File: config.mk
export PLATFORM = sky130hd
export DESIGN_NAME = strm_chk_report
export DESIGN_NICKNAME = d
export VERILOG_FILES = /design/src/rtl/strm_chk_pkg.sv /design/src/rtl/strm_chk_report.sv
export SDC_FILE = /design/constraint.sdc
export NUM_CORES = 1
export LEC_CHECK = 0
export CORE_AREA = 2 2 39 41
export CTS_CLUSTER_DIAMETER = 120
export CTS_CLUSTER_SIZE = 24
export DETAILED_ROUTE_END_ITERATION = 8
export DIE_AREA = 0 0 41 43
export HOLD_SLACK_MARGIN = 0.03
export SETUP_SLACK_MARGIN = 0.15
export SYNTH_ARGS = -nofsm -noshare
export SYNTH_HDL_FRONTEND = slang
export SYNTH_SLANG_ARGS = --single-unit
File: constraint.sdc
create_clock -name clk -period 1.2 [get_ports clk]
set_input_delay 0.18 -clock clk [delete_from_list [all_inputs] [get_ports clk]]
set_output_delay 0.18 -clock clk [all_outputs]
set_load 0.005 [all_outputs]
File: src/rtl/strm_chk_pkg.sv
`timescale 1ns/1ps
package strm_chk_pkg;

    localparam int NUM_RULES = 4;
    localparam int CODE_W    = 3;

    typedef enum logic [CODE_W-1:0] {
        RC_NONE  = 3'd0,
        RC_STALL = 3'd1,
        RC_PAIR  = 3'd2,
        RC_NULL  = 3'd3,
        RC_EMPTY = 3'd4
    } rule_code_e;

endpackage

File: src/rtl/strm_chk_report.sv
`timescale 1ns/1ps
module strm_chk_report
    import strm_chk_pkg::*;
(
    input  logic                 clk,
    input  logic                 rst_n,
    input  logic                 clr_i,
    input  logic [NUM_RULES-1:0] hits_i,
    output logic [NUM_RULES-1:0] flags_o,
    output logic                 pulse_o,
    output logic [CODE_W-1:0]    code_o,
    output logic [CODE_W-1:0]    first_o
);
    typedef struct packed {
        logic [NUM_RULES-1:0] flags;
        logic                 pulse;
        logic [CODE_W-1:0]    code;
        logic [CODE_W-1:0]    first;
    } rpt_t;

    rpt_t              r_d, r_q;
    logic [CODE_W-1:0] code_now;

    always_comb begin
        code_now = RC_NONE;
        for (int i = NUM_RULES - 1; i >= 0; i--) begin
            if (hits_i[i]) code_now = CODE_W'(i + 1);
        end
        r_d       = r_q;
        r_d.pulse = |hits_i;
        r_d.code  = code_now;
        r_d.flags = (clr_i ? '0 : r_q.flags) | hits_i;
        if (clr_i || (r_q.first == RC_NONE)) r_d.first = code_now;
    end

    always_ff @(posedge clk) begin
        if (!rst_n) r_q <= '0;
        else        r_q <= r_d;
    end

    assign flags_o = r_q.flags;
    assign pulse_o = r_q.pulse;
    assign code_o  = r_q.code;
    assign first_o = r_q.first;

    // flags only grow unless a clear is sampled
    p_sticky_r8: assert property (@(posedge clk) disable iff (!rst_n)
        !clr_i |=> ((r_q.flags & $past(r_q.flags)) == $past(r_q.flags)));

    // a recorded first code holds until cleared
    p_first_hold_r9: assert property (@(posedge clk) disable iff (!rst_n)
        (r_q.first != RC_NONE && !clr_i) |=> (r_q.first == $past(r_q.first)));

    // a pulse always has its rule flag raised in the same cycle
    p_pulse_flag_r7: assert property (@(posedge clk) disable iff (!rst_n)
        r_q.pulse |-> ((r_q.flags & (4'b0001 << (r_q.code - 3'd1))) != 4'b0000));

    // pulse and code agree
    p_pulse_code_r7: assert property (@(posedge clk) disable iff (!rst_n)
        r_q.pulse == (r_q.code != RC_NONE));

endmodule

==> out/results.tsv <==
stage	metric	value	unit
floorplanning	IO Count	18	
run	max-cap viol count	0	
global_route	maximum number of pins on one net before global-route repair	7	
logic_synthesis	syn nets	44	
layout	Final nets	71	
logic_synthesis	Synth top area share	57.0	%
floorplanning	Core ar.	1380	µm²
timing	skew final	0.000107	ns
drt	DR vias/cell	4.43	
logic_synthesis	EDFF count, synth	0	
drt	DRC viols	0	
logic_synthesis	Synth Flop Type	dfxtp_1	
timing	RSZ-0062 raised after global routing	true	
critical_path	Critical Path RT	1.02	ns
drt	drt total wl	829	µm
placed_design	Final HPWL DP	617	µm
logic_synthesis	post-synthesis mux area share	0	%
placed_design	Final GP Congestion	0.686	
logic_synthesis	Post-Syn Area per Cell	10.4	µm²
logic_synthesis	Post-Synth Simple-Gate Area	22.0	%
placed_design	DP Worst Slack	-0.139	ns
drt	DR iter-0 viols	0	
logic_synthesis	Synth area leader	dfxtp_1	
cts	CTS tree	done	
critical_path	CP max FO	2	
cts	clk buf depth	2	
floorplanning	Die Ht	43	µm
logic_synthesis	asr flop ratio synth	0	%
drt	first-pass iteration count of the detailed router	1	
critical_path	startpoint types	flip-flop	
timing	total negative slack	0	ns
timing	Worst Slack Setup Final	0.197	ns
global_route	first-pass GRT wire length	1480	µm
timing	slew margin rel.	87.0	%
critical_path	CP top delay family	flip-flops	
logic_synthesis	most instantiated library cell after synthesis	dfxtp_1	
layout	fraction of layout instances using a drive strength above 1	22.2	%
global_route	GRT met2 Usage	17.2	%
cts	clock sink count	11	
cts	clock root buffer	clkbuf_4	
critical_path	CP endpoint kind	output pin	
cts	H-tree levels	1	
layout	synth-to-layout area growth	64.1	%
logic_synthesis	#FFs+latches synth	11	
critical_path	largest stage delay on the critical path	0.32	ns
global_route	GRT busiest layer	met2	
pwr	pwr/cell area	1190	nW/µm²
timing	Max Freq	997	MHz
logic_synthesis	Adder-Cell Fraction of Synth Area	0	%
critical_path	CP Class	flip-flop to output pin	
critical_path	Worst EP arrival	0.82	ns
floorplanning	die outline area	1760	µm²
timing	Final Hold Vio Count	0	
cts	Num CTS Buffers	3	
drt	antenna viol nets, final	0	
cts	clock-pin slew on the worst setup and hold paths	0.07	ns
global_route	GR Util met1	16.7	%
logic_synthesis	Post-Synth XOR/XNOR Area	0	%
pwr	Max VDD drop	607	µV
logic_synthesis	Synth area leaders	dfxtp_1, nor2b_1, o21a_1, and2b_1, nor2b_4	
cts	clk_lat worst skew	0.26	ns
critical_path	slowest cell on the critical path	dfxtp_2	
drt	DR WL/cell	10.5	µm
floorplanning	Rows	14	
timing	Final min period	1.00	ns
timing	Hold Slack	0.337	ns
global_route	initial antenna violation count	0	
logic_synthesis	Seq/Total Area, Yosys	57.0	%
global_route	met3 Usage GRT	3.14	%
logic_synthesis	Mapped Cells	37	
timing	Slew @ Worst Pin	0.194	ns
timing	setup violators final	0	
hold_path	HP Class	primary input to flip-flop	
logic_synthesis	Yosys Warn Count	0	
critical_path	CP Buf/Inv Count	1	
timing	fin. max-slew vios	0	
logic_synthesis	Post-Synthesis Cell Area	387	µm²
logic_synthesis	Distinct cells, synth	15	
critical_path	crit path cell chain	dlygate4sd2_1	
global_route	gr usage total	12.8	%
logic_synthesis	list of most frequent post-synthesis cells	dfxtp_1, nor2b_1, o21a_1	
global_route	vias in the first global route	334	
floorplanning	Initial Util	27.9	%
global_route	gr ovfl total	0	
placed_design	I/O Buffers	17	
logic_synthesis	Compound-Gate Fraction of Synth Area	19.1	%
timing	final period utilization	83.6	%
pwr	P_leak	0.000303	µW
floorplanning	die width	41	µm
logic_synthesis	largest family of logic cells by synthesized area	simple AND/OR/NAND/NOR gates	
status	status	completed	
drt	routed via count	350	
layout	antenna cells	0	
## path summary, 6_finish.rpt
path                            startpoint          to  slack (ns)  cells after the start
worst max-delay path            first_o[0]  first_o[0]        0.20                      1
worst min-delay path             hits_i[0]  flags_o[0]        0.34                      2
worst max register to register  first_o[0]  first_o[0]        0.28                      4
worst min register to register  first_o[1]  first_o[1]        0.49                      1
## cell families (layout without fill, tap and decap cells)
family	after synthesis	after routing
flip-flops	11	11
AND/OR/NAND/NOR	14	14
AO/OA/AOI/OAI	10	10
buffers and inverters	2	28
## final cells by class
class                           instances  area (µm²)
Clock buffer                            4        26.3
Fill cell                             151         749
Inverter                                2        7.51
Multi-Input combinational cell         24         161
Sequential cell                        11         224
Tap cell                               16        20.0
Timing Repair Buffer                   22         195
## metrics by stage
stage                     area [µm²]  cells  total power [µW]  util [%]
after detailed placement         599     73               533      43.3
after floorplan                  387     37               446         -
after global placement           599     73               532      43.3
final                            634     79               756      45.8
after global routing             634     79               812      45.8
after CTS                        629     79               769      45.5
## report_power, final
part	switching, µW	leakage (µW)	internal (µW)	total, µW
Clock	112	0.0000150	128	241
Sequential	8.01	0.0000924	389	397
Combinational	45.0	0.000195	73.4	118
Total	165	0.000303	591	756
## layout by cell type (no fill, tap or decap), drive strengths merged
master | synthesis | routed
clkbuf | 0 | 4
nand2 | 2 | 2
nor3 | 1 | 1
inv | 2 | 2
clkdlybuf4s15 | 0 | 2
and2b | 2 | 2
clkdlybuf4s50 | 0 | 5
buf | 0 | 5
o21a | 4 | 4
o21bai | 1 | 1
nor2b | 6 | 6
o41a | 1 | 1
nor2 | 2 | 2
o21ai | 3 | 3
nand3 | 1 | 1
a22o | 1 | 1
dlygate4sd2 | 0 | 10
dfxtp | 11 | 11
## registers in the layout (all words and copies together), names as in the netlist
name and count:
code_o 3, first_o 3, flags_o 4, pulse_o 1
## metal layers
| metal | vias to the layer above | wire, µm | part of all wire, % |
|---|---|---|---|
| li1 | 177 | - | - |
| met1 | 162 | 367 | 44 |
| met2 | 9 | 405 | 49 |
| met3 | 2 | 45 | 5.4 |
| met4 | 0 | 11 | 1.3 |
| met5 | - | 0 | 0 |
## what timing repair did
item | CTS | global route
resized for setup | 15 | 4
setup buffers | 2 | 0
hold buffers | 0 | 0
endpoints found under the setup margin | 12 | 6
## worst reg2reg max path, stage by stage, from the launching register on
cell	delay (ns)
dfxtp_2	0.32
buf_4	0.13
nor3_1	0.17
nor2_1	0.07
o21ai_0	0.15
No activity file was read; power rests on OpenSTA's default activity.
